`config.mk`:
```
export PLATFORM = sky130hd
export DESIGN_NAME = coreIdleCtrl
export DESIGN_NICKNAME = d
export VERILOG_FILES = /design/src/rtl/coreIdlePkg.sv /design/src/rtl/coreIdleFsm.sv /design/src/rtl/coreIdleDp.sv /design/src/rtl/coreIdleCtrl.sv
export SDC_FILE = /design/constraint.sdc
export NUM_CORES = 1
export LEC_CHECK = 0
export BUFFER_PORTS_ARGS = -buffer_cell sky130_fd_sc_hd__buf_2
export CORE_UTILIZATION = 49
export CTS_BUF_LIST = sky130_fd_sc_hd__clkbuf_4
export DETAILED_ROUTE_END_ITERATION = 7
export PLACE_DENSITY = 0.8
export SYNTH_ARGS = -nofsm -noshare
export SYNTH_HDL_FRONTEND = slang
export SYNTH_SLANG_ARGS = --single-unit
export TNS_END_PERCENT = 50
```
`constraint.sdc`:
```
create_clock -name clk -period 2.5 [get_ports clk]
set_input_delay 0.25 -clock clk [delete_from_list [all_inputs] [get_ports clk]]
set_output_delay 0.25 -clock clk [all_outputs]
set_load 0.1 [all_outputs]
```
`src/rtl/coreIdlePkg.sv`:
```
package coreIdlePkg;

  typedef enum logic [2:0] {
    ST_C0     = 3'd0,
    ST_C1H    = 3'd1,
    ST_C1M    = 3'd2,
    ST_C2     = 3'd3,
    ST_C3     = 3'd4,
    ST_SNOOP  = 3'd5,
    ST_STPGNT = 3'd6,
    ST_FLUSH  = 3'd7
  } idleState_e;

  // strobes from control to datapath
  typedef struct packed {
    logic saveRet;     // remember current state as the return point
    logic setVia;      // idle entry through monitor-wait
    logic clrVia;      // idle entry through halt or register read
    logic startFlush;  // raise the write-back request
    logic monConsume;  // monitor event used as a wake
    logic ackPulse;    // stop-grant acknowledge next cycle
  } idleStrobe_t;

endpackage

```
`src/rtl/coreIdleFsm.sv`:
```
module coreIdleFsm
  import coreIdlePkg::*;
#(
  parameter int DEPTH_W  = 2,
  parameter int NUM_WAKE = 5
) (
  input  logic                clk,
  input  logic                rstN,
  input  logic                haltReq,
  input  logic                mwaitReq,
  input  logic [DEPTH_W-1:0]  mwaitDepth,
  input  logic                lvl2Read,
  input  logic                lvl3Read,
  input  logic [NUM_WAKE-1:0] wakeSrc,
  input  logic                monitorEvent,
  input  logic                stopClk,
  input  logic                busSnoop,
  input  logic                peerAccess,
  input  logic                snoopDone,
  input  logic                flushDone,
  input  idleState_e          retState,
  input  logic                viaMwait,
  input  logic                armed,
  input  logic                flushPend,
  output idleState_e          state,
  output idleStrobe_t         strobe
);

  localparam logic [DEPTH_W-1:0] DEPTH_TO_C2 = DEPTH_W'(1);
  localparam logic [DEPTH_W-1:0] DEPTH_TO_C3 = DEPTH_W'(2);

  idleState_e stateQ, nextState;
  logic anyWake, monWake, snoopHit;

  assign anyWake  = |wakeSrc;
  assign monWake  = monitorEvent & armed & viaMwait;
  assign snoopHit = busSnoop | peerAccess;
  assign state    = stateQ;

  always_comb begin
    nextState = stateQ;
    strobe    = '0;
    case (stateQ)
      ST_C0: begin
        if (!anyWake) begin
          if (lvl3Read) begin
            nextState         = ST_FLUSH;
            strobe.startFlush = 1'b1;
            strobe.clrVia     = 1'b1;
          end else if (lvl2Read) begin
            nextState     = ST_C2;
            strobe.clrVia = 1'b1;
          end else if (mwaitReq) begin
            strobe.setVia = 1'b1;
            if (mwaitDepth == DEPTH_TO_C2) begin
              nextState = ST_C2;
            end else if (mwaitDepth == DEPTH_TO_C3) begin
              nextState         = ST_FLUSH;
              strobe.startFlush = 1'b1;
            end else begin
              nextState = ST_C1M;
            end
          end else if (haltReq) begin
            nextState     = ST_C1H;
            strobe.clrVia = 1'b1;
          end
        end
      end
      ST_C1H, ST_C1M, ST_C2: begin
        if (anyWake || monWake) begin
          nextState         = ST_C0;
          strobe.monConsume = monWake;
        end else if (stopClk) begin
          nextState       = ST_STPGNT;
          strobe.saveRet  = 1'b1;
          strobe.ackPulse = 1'b1;
        end else if (snoopHit) begin
          nextState      = ST_SNOOP;
          strobe.saveRet = 1'b1;
        end
      end
      ST_C3: begin
        if (anyWake || monWake) begin
          nextState         = ST_C0;
          strobe.monConsume = monWake;
        end
      end
      ST_FLUSH: begin
        if (snoopHit) begin
          nextState      = ST_SNOOP;
          strobe.saveRet = 1'b1;
        end else if (flushDone || !flushPend) begin
          nextState = ST_C3;
        end
      end
      ST_SNOOP: begin
        if (snoopDone) nextState = retState;
      end
      ST_STPGNT: begin
        if (!stopClk) nextState = retState;
      end
      default: nextState = ST_C0;
    endcase
  end

  always_ff @(posedge clk or negedge rstN) begin
    if (!rstN) stateQ <= ST_C0;
    else       stateQ <= nextState;
  end

  assert_wake_beats_entry_R11: assert property (@(posedge clk) disable iff (!rstN)
    (stateQ == ST_C0 && anyWake) |=> stateQ == ST_C0);

  assert_c3_only_after_flush_R7: assert property (@(posedge clk) disable iff (!rstN)
    (stateQ != ST_FLUSH && stateQ != ST_C3) |=> stateQ != ST_C3);

  assert_c3_keeps_on_snoop_R9: assert property (@(posedge clk) disable iff (!rstN)
    (stateQ == ST_C3 && !anyWake && !monitorEvent) |=> stateQ == ST_C3);

  assert_snoop_returns_R6: assert property (@(posedge clk) disable iff (!rstN)
    (stateQ == ST_SNOOP && snoopDone) |=> stateQ == $past(retState));

  assert_stopgrant_returns_R5: assert property (@(posedge clk) disable iff (!rstN)
    (stateQ == ST_STPGNT && !stopClk) |=> stateQ == $past(retState));

endmodule

```
`src/rtl/coreIdleDp.sv`:
```
module coreIdleDp
  import coreIdlePkg::*;
(
  input  logic        clk,
  input  logic        rstN,
  input  idleState_e  state,
  input  idleStrobe_t strobe,
  input  logic        monitorArm,
  input  logic        flushDone,
  output idleState_e  retState,
  output logic        viaMwait,
  output logic        armed,
  output logic        flushPend,
  output logic        ackOut
);

  idleState_e retQ;
  logic viaQ, armedQ, flushPendQ, ackQ;

  always_ff @(posedge clk or negedge rstN) begin
    if (!rstN) begin
      retQ       <= ST_C0;
      viaQ       <= 1'b0;
      armedQ     <= 1'b0;
      flushPendQ <= 1'b0;
      ackQ       <= 1'b0;
    end else begin
      if (strobe.saveRet) retQ <= state;
      if (strobe.setVia)      viaQ <= 1'b1;
      else if (strobe.clrVia) viaQ <= 1'b0;
      if (monitorArm)             armedQ <= 1'b1;
      else if (strobe.monConsume) armedQ <= 1'b0;
      if (strobe.startFlush) flushPendQ <= 1'b1;
      else if (flushDone)    flushPendQ <= 1'b0;
      ackQ <= strobe.ackPulse;
    end
  end

  assign retState  = retQ;
  assign viaMwait  = viaQ;
  assign armed     = armedQ;
  assign flushPend = flushPendQ;
  assign ackOut    = ackQ;

  assert_monitor_kept_in_c3_R10: assert property (@(posedge clk) disable iff (!rstN)
    ((state == ST_C3 || state == ST_FLUSH) && armedQ && !strobe.monConsume) |=> armedQ);

  assert_flush_req_clears_R7: assert property (@(posedge clk) disable iff (!rstN)
    (state == ST_C3) |-> !flushPendQ);

endmodule

```
`src/rtl/coreIdleCtrl.sv`:
```
module coreIdleCtrl
  import coreIdlePkg::*;
#(
  parameter int DEPTH_W  = 2,
  parameter int NUM_WAKE = 5
) (
  input  logic                clk,
  input  logic                rstN,
  input  logic                haltReq,
  input  logic                mwaitReq,
  input  logic [DEPTH_W-1:0]  mwaitDepth,
  input  logic                lvl2Read,
  input  logic                lvl3Read,
  input  logic [NUM_WAKE-1:0] wakeSrc,
  input  logic                monitorArm,
  input  logic                monitorEvent,
  input  logic                stopClk,
  input  logic                busSnoop,
  input  logic                peerAccess,
  input  logic                snoopDone,
  input  logic                flushDone,
  output logic [2:0]          idleState,
  output logic                coreClkEn,
  output logic                stopGrantAck,
  output logic                flushReq,
  output logic                snoopActive
);

  idleState_e  state, retState;
  idleStrobe_t strobe;
  logic viaMwait, armed, flushPend, ackOut;

  coreIdleFsm #(.DEPTH_W(DEPTH_W), .NUM_WAKE(NUM_WAKE)) i_fsm (
    .clk(clk), .rstN(rstN),
    .haltReq(haltReq), .mwaitReq(mwaitReq), .mwaitDepth(mwaitDepth),
    .lvl2Read(lvl2Read), .lvl3Read(lvl3Read), .wakeSrc(wakeSrc),
    .monitorEvent(monitorEvent), .stopClk(stopClk),
    .busSnoop(busSnoop), .peerAccess(peerAccess),
    .snoopDone(snoopDone), .flushDone(flushDone),
    .retState(retState), .viaMwait(viaMwait), .armed(armed),
    .flushPend(flushPend), .state(state), .strobe(strobe)
  );

  coreIdleDp i_dp (
    .clk(clk), .rstN(rstN), .state(state), .strobe(strobe),
    .monitorArm(monitorArm), .flushDone(flushDone),
    .retState(retState), .viaMwait(viaMwait), .armed(armed),
    .flushPend(flushPend), .ackOut(ackOut)
  );

  assign idleState    = state;
  assign coreClkEn    = (state != ST_C3);
  assign snoopActive  = (state == ST_SNOOP);
  assign flushReq     = flushPend;
  assign stopGrantAck = ackOut;

  assert_ack_needs_stopclk_R5: assert property (@(posedge clk) disable iff (!rstN)
    stopGrantAck |-> ($past(stopClk) && state == ST_STPGNT));

  assert_ack_single_cycle_R5: assert property (@(posedge clk) disable iff (!rstN)
    stopGrantAck |=> !stopGrantAck);

endmodule

```
# --- Word-level counts from Yosys, hierarchy flattened ---
# Index checks and enable logic that the tools add are counted.
word_totals:
  reg_bits: 10
  output_inout_bits: 7
  word_cells: 81
op_classes:
  eq_ne: 17
  mux: 44
  n_bitwise: 3
  n_reduce_logical: 11
op_table:
  columns: ["op", "n"]
  rows:
  - ["$mux W3", 17]
  - ["$mux W1", 24]
  - ["$pmux W3 S6", 1]
  - ["$eq A3 B3 Y1 const B", 4]
  - ["$reduce_and A7 Y1", 1]
  - ["$eq A3 B2 Y1 const B", 2]
  - ["$ne A2 B2 Y1 const B", 3]
  - ["$reduce_bool A2 Y1", 3]
  - ["$ne A5 B5 Y1 const B", 1]
  - ["$reduce_or A5 Y1", 1]
  - ["$ne A4 B2 Y1 const B", 1]
  - ["$reduce_or A4 Y1", 1]
  - ["$eq A3 B1 Y1 const B", 1]
  - ["$logic_not A3 Y1", 1]
  - ["$ne A3 B1 Y1 const B", 1]
  - ["$ne A3 B3 Y1 const B", 1]
  - ["$reduce_or A3 Y1", 1]
  - ["$and A1 B1 Y1", 2]
  - ["$eq A2 B1 Y1 const B", 1]
  - ["$eq A2 B2 Y1 const B", 1]
  - ["$logic_or A1 B1 Y1", 2]
  - ["$mux W2", 1]
  - ["$ne A2 B1 Y1 const B", 1]
  - ["$pmux W1 S2", 1]
  - ["other kinds (2)", 2]

# --- Depth between registers and ports, before layout ---
# Gate-level depths: netlist of the first run.
logic_depth:
  ltp_word: 10
  ltp_mapped: 6
  depth_no_buf: 6

# --- Cells and area by module ---
# Synthesis of the first run repeated with hierarchy kept, for this count alone.
unflattened:
  cells_unflattened: 84
  area_unflattened_um2: 743.2
by_module_without_submodules:
  columns: ["module", "n_inst", "cells_per_inst", "area_per_inst_um2", "seq_area_each_um2"]
  rows:
  - ["coreIdleFsm", 1, 66, 481.7, 75.1]
  - ["coreIdleDp", 1, 16, 242.7, 175.2]
  - ["coreIdleCtrl", 1, 2, 18.8, 0.0]

# --- Worst setup path before layout of the first run ---
# OpenSTA, ideal clock, no wires.
synth_path:
  path_type: "register -> output"
  from: "register i_fsm.stateQ[2], in the netlist i_fsm.state[2]"
  to: "output snoopActive"
  arrival_ps: 2608
  required_time_ps: 2250
  setup_slack_ps: -358
  stages_incl_launch_ff: 4
  path_buffers: 1
  path_cell_list: "dfrtp_1 clkbuf_1 nand2_1 nor2_1"
synth_via:
  elab_chain_cells: 1
synth_rtl:
  columns: ["item", "line", "rtl"]
  rows:
  - ["from (decl)", "coreIdleFsm.sv:32", "idleState_e stateQ, nextState;"]
  - ["from (signal assigned)", "coreIdleFsm.sv:108", "else stateQ <= nextState;"]
  - ["$eq A3 B3 Y1", "coreIdleCtrl.sv:53", "assign snoopActive = (state == ST_SNOOP);"]
  - ["to (decl)", "coreIdleCtrl.sv:26", "output logic snoopActive"]
# No other way between the ends.

# --- Final worst setup path of the first run ---
layout_path:
  from: "register i_fsm.stateQ[1], in the netlist i_fsm.state[1]"
  to: "register i_fsm.stateQ[0], in the netlist i_fsm.state[0]"
layout_via:
  elab_chain_cells: 4
layout_rtl:
  columns: ["item", "line", "rtl"]
  rows:
  - ["$eq A3 B1 Y1 / $eq A3 B2 Y1 (equally long branches)", "coreIdleFsm.sv:43", "case (stateQ)"]
  - ["$reduce_or A3 Y1", "coreIdleFsm.sv:43", null]
  - ["$ne A4 B2 Y1 (no line)", null, null]
  - ["$reduce_and A7 Y1 (no line)", null, null]
# Several ways; a longest one is shown, not always the timed one.
# A chain may end at the register's enable or synchronous reset.

==> reports/qor.txt, run 1 <==
Critical Path RT - 2640 ps
Post-Synthesis Cells - 79
syn nets - 100
Tot Pwr - 970 uW
minimum clock period - 2060 ps
Final nets - 129
DR vias - 695
All-Layer GR Usage - 24.1%
Post-CTS Setup Bufs - 0
CTS buffer count - 3
Ant. Diodes - 0
cell row count - 13
antenna-violating nets left - 0
global-route wire length before repair - 2.48 mm
Clock Skew - 0.840 ps
status - finished clean
Worst Setup Path Type - reg -> reg
initial antenna violation count - 0
Overflow after GRT - 0
chip height - 39.6 um
Synth Warn # - 0
vias in the first global route - 613
IO Pins - 27
Slew Viols, Final - 0
Fillers - 124
RSZ-0062 raised after global routing - no
Mean Syn Cell Area - 8.76 um2
FF+latch count, synth - 10
Starting DRT DRC Count - 10
H-Tree Depth - 1
Remaining DRCs - 0
Initial Utilization - 53.2%
sequential area share after synthesis - 36.2%
# placed instances - 117
worst skew pair latency - 260 ps
ys async rst share - 100%
CP Capture Type - register
clock tree buffer depth - 2
P per Cell Area - 1120 nW/um2
pin count of the biggest net entering global routing - 15
Final Hold Fails - 0
area grow syn2layout - 25.1%
routed vias/inst - 5.70
drt pass-1 iters - 4
Finished Layout Cells - 122
WP data arrival - 2210 ps
Die Wd - 39.6 um
HP Class - in -> reg
Tightest Pin Transition - 496 ps
setup_tns - 0 ps
DP HPWL - 1.27 mm
Post-synth EDFFs - 0
drt wl/cell - 13.2 um
Leak - 0.410 nW
RD Place Congestion - 0.942
Die Footprint - 1570 um2
Post-synth top flop - dfrtp_1
max_slew headroom - 66.6%
Total Routed Length - 1.61 mm
Worst Setup Start Kind - register
IO buf count - 26
share of post-route cells with drive strength above 1 - 33.6%
Post-Syn Area - 692 um2
root cell of the clock tree - clkbuf_4
CTS Sinks - 10
Core ar. - 1300 um2
Fmax - 0.485 GHz
commonest non-fill, non-tap cells in the layout - buf_2 (26), nand2_1 (12), dfrtp_1 (10)
clk slew on worst S/H paths - 60 ps
TritonCTS clock tree - done
commonest non-fill, non-tap cell in the layout - buf_2
Tcrit/Tclk final - 82.5%
Max-cap violations - 0
Worst Path Max Fanout - 14
Worst VDD drop - 591 uV
Synth cell types - 38
final setup fails - 0
## worst max-delay path, stage by stage, from the launching register on
cell and delay [ps]:
dfrtp_1 600, nor2_1 150, nor4b_1 170, o41ai_1 500, o221ai_2 190, mux2_1 340
## per-stage QoR
stage                     utilization (%)  setup slack [ps]  cell area, um2  hold WS, ps
after floorplan                         -              84.1             694        -45.6
after global placement               63.7               550             830          120
after detailed placement             63.7               427             830          121
after CTS                            66.5               428             866          172
after global routing                 66.5               273             866          180
final                                66.5               437             866          177
## timing repair
| item | 4_1_cts | 5_1_grt |
|---|---|---|
| resized for setup | 0 | 0 |
| hold endpoints to repair | 10 | 0 |
| hold buffers | 1 | 0 |
## metal layers
metal	track usage (%)	routed length [um]	up-vias
met4	12.9	21	0
met3	1.70	92	4
met5	0	0	-
met2	41.8	794	25
met1	29.0	698	313
li1	-	-	353
## power by group
| group | leakage, nW | switching (mW) | internal (mW) |
|---|---|---|---|
| clock | 0.0154 | 0.0527 | 0.0576 |
| sequential | 0.118 | 0.0914 | 0.214 |
| combinational | 0.277 | 0.372 | 0.182 |
## path summary, 6_finish.rpt
path	slack (ps)	start	cells after the start	endpoint
max in group asynchronous	1920	rstN	2	i_dp.armed
worst max-delay path	440	i_fsm.state[1]	5	i_fsm.state[0]
worst min-delay path	180	monitorArm	2	i_dp.armed
worst min register to register	480	i_dp.armed	1	i_dp.armed
min in group asynchronous	390	rstN	2	i_fsm.state[2]
worst max register to register	440	i_fsm.state[1]	5	i_fsm.state[0]
## logic make-up after synthesis
group                    share of synthesized area, %
AND/OR/NAND/NOR                                  27.7
AO/OA/AOI/OAI                                    23.1
flip-flops                                       36.2
buffers and inverters                            5.24
multiplexers                                     3.25
adder cells (fa/ha/maj)                          3.25
XOR/XNOR                                         1.27
## sequential cells by signal, summed over array words and instances, names as in the netlist
signal / cells
i_dp.ackOut: 1
i_dp.flushPend: 1
i_dp.retState: 3
i_dp.armed: 1
i_fsm.state: 3
i_dp.viaMwait: 1
## synth_stat cells (all sizes together), types with 2 or more instances
| cell type | count | area [um2] |
|---|---|---|
| nand2 | 12 | 45.0 |
| a31oi | 3 | 18.8 |
| nor2 | 6 | 22.5 |
| mux2 | 2 | 22.5 |
| nor3b | 2 | 15.0 |
| inv | 6 | 22.5 |
| o21ai | 3 | 15.0 |
| nor3 | 3 | 15.0 |
| dfrtp | 10 | 250 |
| or3 | 2 | 17.5 |
| o21bai | 2 | 15.0 |
| nand3 | 2 | 10.0 |
| a221oi | 2 | 23.8 |
| nor4b | 2 | 17.5 |
| buf | 2 | 10.0 |
## layout make-up
type	instances	area, um2	share of cell area [%]
Clock buffer	3	22.5	2.60
Inverter	6	22.5	2.60
Multi-Input combinational cell	60	408	47.1
Timing Repair Buffer	27	140	16.2
Clock inverter	1	3.75	0.434
Sequential cell	10	250	28.9
Tap cell	15	18.8	2.17
No activity file was read; power rests on OpenSTA's default activity.
==> run 2, diff against run 1 <==
--- a/config.mk
+++ b/config.mk
@@ -6,10 +6,10 @@
 export NUM_CORES = 1
 export LEC_CHECK = 0
 export BUFFER_PORTS_ARGS = -buffer_cell sky130_fd_sc_hd__buf_2
-export CORE_UTILIZATION = 49
+export CORE_UTILIZATION = 44
 export CTS_BUF_LIST = sky130_fd_sc_hd__clkbuf_4
 export DETAILED_ROUTE_END_ITERATION = 7
-export PLACE_DENSITY = 0.8
+export PLACE_DENSITY = 0.76
 export SYNTH_ARGS = -nofsm -noshare
 export SYNTH_HDL_FRONTEND = slang
 export SYNTH_SLANG_ARGS = --single-unit
==> constraint.sdc (replaced) <==
create_clock -name clk -period 1.8 [get_ports clk]
set_input_delay 0.18 -clock clk [delete_from_list [all_inputs] [get_ports clk]]
set_output_delay 0.18 -clock clk [all_outputs]
set_load 0.1 [all_outputs]
==> run 2 against run 1 <==
  * Utilization rose by 6.5 points
  * Routed wire length rose by 25%
  * Sequential power rose by 35%
  * Final cell count up 11%
  * Power rose by 68%
  * Highest routed layer unchanged
==> reports/qor.txt, run 2 (synthesis results as in run 1) <==
minimum clock period - 1750 ps (-308 ps)
pin count of the biggest net entering global routing - 14 (-1)
Seq pwr share - 25.3% (-6.2 points)
worst skew pair latency - 270 ps (about the same)
Worst Path Max Fanout - 7 (-7)
CTS buffer count - 3 (unchanged)
FF-to-FF path depth - 6 (+1)
Leak - 0.487 nW (+19%)
DR vias - 805 (+16%)
FF-to-FF setup slack - 50 ps (-390 ps)
Initial Utilization - 50.0% (-3.1 points)
internal power - 798 uW (+76%)
Critical Path, Cell by Cell - buf_4, xor2_1, nand2_1, o21ai_0, a221o_1, mux2_1
vias in the first global route - 755 (+23%)
Die Footprint - 1740 um2 (+11%)
area grow syn2layout - 45.9%
Hold Crit Start - monitorArm
Die Wd - 41.7 um (+5.3%)
Starting DRT DRC Count - 42 (+32)
Remaining DRCs - 0 (unchanged)
Final Hold Fails - 0 (unchanged)
status - finished clean
commonest non-fill, non-tap cells in the layout - buf_2 (26), buf_4 (12), nand2_1 (11)
Fin Hold WS - 83.8 ps (-93.0 ps)
IO Pins - 27 (unchanged)
clk slew on worst S/H paths - 70 ps (about the same)
Sw Pwr - 832 uW (+61%)
P per Cell Area - 1610 nW/um2 (+44%)
TritonCTS clock tree - done
CTS Sinks - 10 (unchanged)
final setup fails - 0 (unchanged)
sw frac - 51.0% (-2.2 points)
CP delay by family, top - flip-flops
Worst Setup Path Type - reg -> reg
All-Layer GR Usage - 23.5% (-0.58 points)
Final nets - 142 (+10%)
RD Place Congestion - 0.868 (-7.9%)
Fmax - 0.570 GHz (+18%)
Critical Path RT - 1960 ps (-680 ps)
share of post-route cells with drive strength above 1 - 47.5% (+14 points)
clock network power share - 10.0% (-1.4 points)
DP HPWL - 1.48 mm (+16%)
Core ar. - 1380 um2 (+6.3%)
RR Endpoint - i_fsm.state[0]
HP Class - in -> reg
Clock Skew - 3.64 ps (+2.80 ps)
clock tree buffer depth - 2 (unchanged)
Total Routed Length - 2.01 mm (+25%)
Place WS - -202 ps (-629 ps)
register area - 260 um2 (+4.0%)
CP max stage cell - dfrtp_4
global-route wire length before repair - 3.17 mm (+27%)
cell row count - 13 (unchanged)
area of the multi-input gates - 440 um2 (+8.0%)
drt wl/cell - 14.9 um (+13%)
Worst Setup Start Kind - register
Hold EP - i_dp.armed
IO buf count - 26 (unchanged)
routed vias/inst - 5.96 (+4.7%)
CP Capture Type - register
commonest non-fill, non-tap cell in the layout - buf_2
chip height - 41.7 um (+5.3%)
root cell of the clock tree - clkbuf_4
hold-critical path depth - 2 (unchanged)
Ant. Diodes - 0 (unchanged)
Comb pwr share - 64.7% (+7.6 points)
Tightest Pin Transition - 483 ps (-12.7 ps)
Fillers - 107 (-14%)
H-Tree Depth - 1 (unchanged)
WP data arrival - 1910 ps (-300 ps)
Worst VDD drop - 821 uV (+39%)
Slew Viols, Final - 0 (unchanged)
final worst slack - 45.2 ps (-392 ps)
Tcrit/Tclk final - 97.5% (+15 points)
WP buf/inv - 1 (+1)
initial antenna violation count - 0 (unchanged)
CP max stage delay - 530 ps (-70 ps)
max_slew headroom - 68.0% (+1.3 points)
drt pass-1 iters - 6 (+2)
reg-to-reg critical path startpoint - i_fsm.state[1]
antenna-violating nets left - 0 (unchanged)
Overflow after GRT - 0 (unchanged)
Max-cap violations - 0 (unchanged)
-- run 2: cell types whose count changed in the layout (fill, tap and decap cells not counted), sizes merged --
cell	delta
buf	+13
-- run 2: how the worst max path moves through the flow --
stage / from / end / depth (start not counted)
6_report: i_fsm.state[1] / i_fsm.state[0] / 6
5_1_grt: i_fsm.state[1] / i_fsm.state[0] / 6
4_1_cts: i_fsm.state[1] / i_fsm.state[1] / 5
3_5_place_dp: wakeSrc[0] / i_fsm.state[1] / 6
3_3_place_gp: wakeSrc[0] / i_fsm.state[0] / 6
2_1_floorplan: i_fsm.state[1] / i_fsm.state[0] / 6
-- run 2: final cells by class --
type | instances | share of cell area [%]
Clock inverter | 1 | 0.372
Multi-Input combinational cell | 60 | 43.6
Inverter | 6 | 2.23
Clock buffer | 3 | 2.23
Tap cell | 15 | 1.86
Sequential cell | 10 | 25.8
Timing Repair Buffer | 40 | 23.9
-- run 2: stage by stage --
| stage | power, mW | utilization [%] | TNS [ps] | instance area [um2] | instances |
|---|---|---|---|---|---|
| after floorplan | 1.14 | - | -233 | 743 | 79 |
| after global placement | 1.34 | 67.5 | -187 | 933 | 126 |
| after detailed placement | 1.36 | 67.5 | -491 | 933 | 126 |
| after CTS | 1.53 | 70.1 | 0 | 970 | 131 |
| after global routing | 1.72 | 73.0 | -16.9 | 1010 | 135 |
| final | 1.63 | 73.0 | 0 | 1010 | 135 |
-- run 2: metal layers --
metal	routed length, um	global-route usage, %	vias up
li1	-	-	379
met1	852	29.8	369
met2	953	37.8	45
met3	137	4.78	12
met4	61	11.6	0
met5	0	0	-
-- run 2: repair_timing --
action	4_1_cts	5_1_grt
resized for setup	0	6
hold buffers	1	0
setup endpoints to repair	0	2
setup buffers	0	4
hold endpoints to repair	10	0
-- run 2: power groups by stage --
| stage | clock network [mW] | registers [mW] | logic [mW] |
|---|---|---|---|
| floorplan | 0 | 0.592 | 0.547 |
| global placement | 0 | 0.429 | 0.912 |
| detailed placement | 0 | 0.434 | 0.927 |
| CTS | 0.164 | 0.430 | 0.934 |
| global route | 0.179 | 0.425 | 1.12 |
| finish | 0.163 | 0.412 | 1.05 |
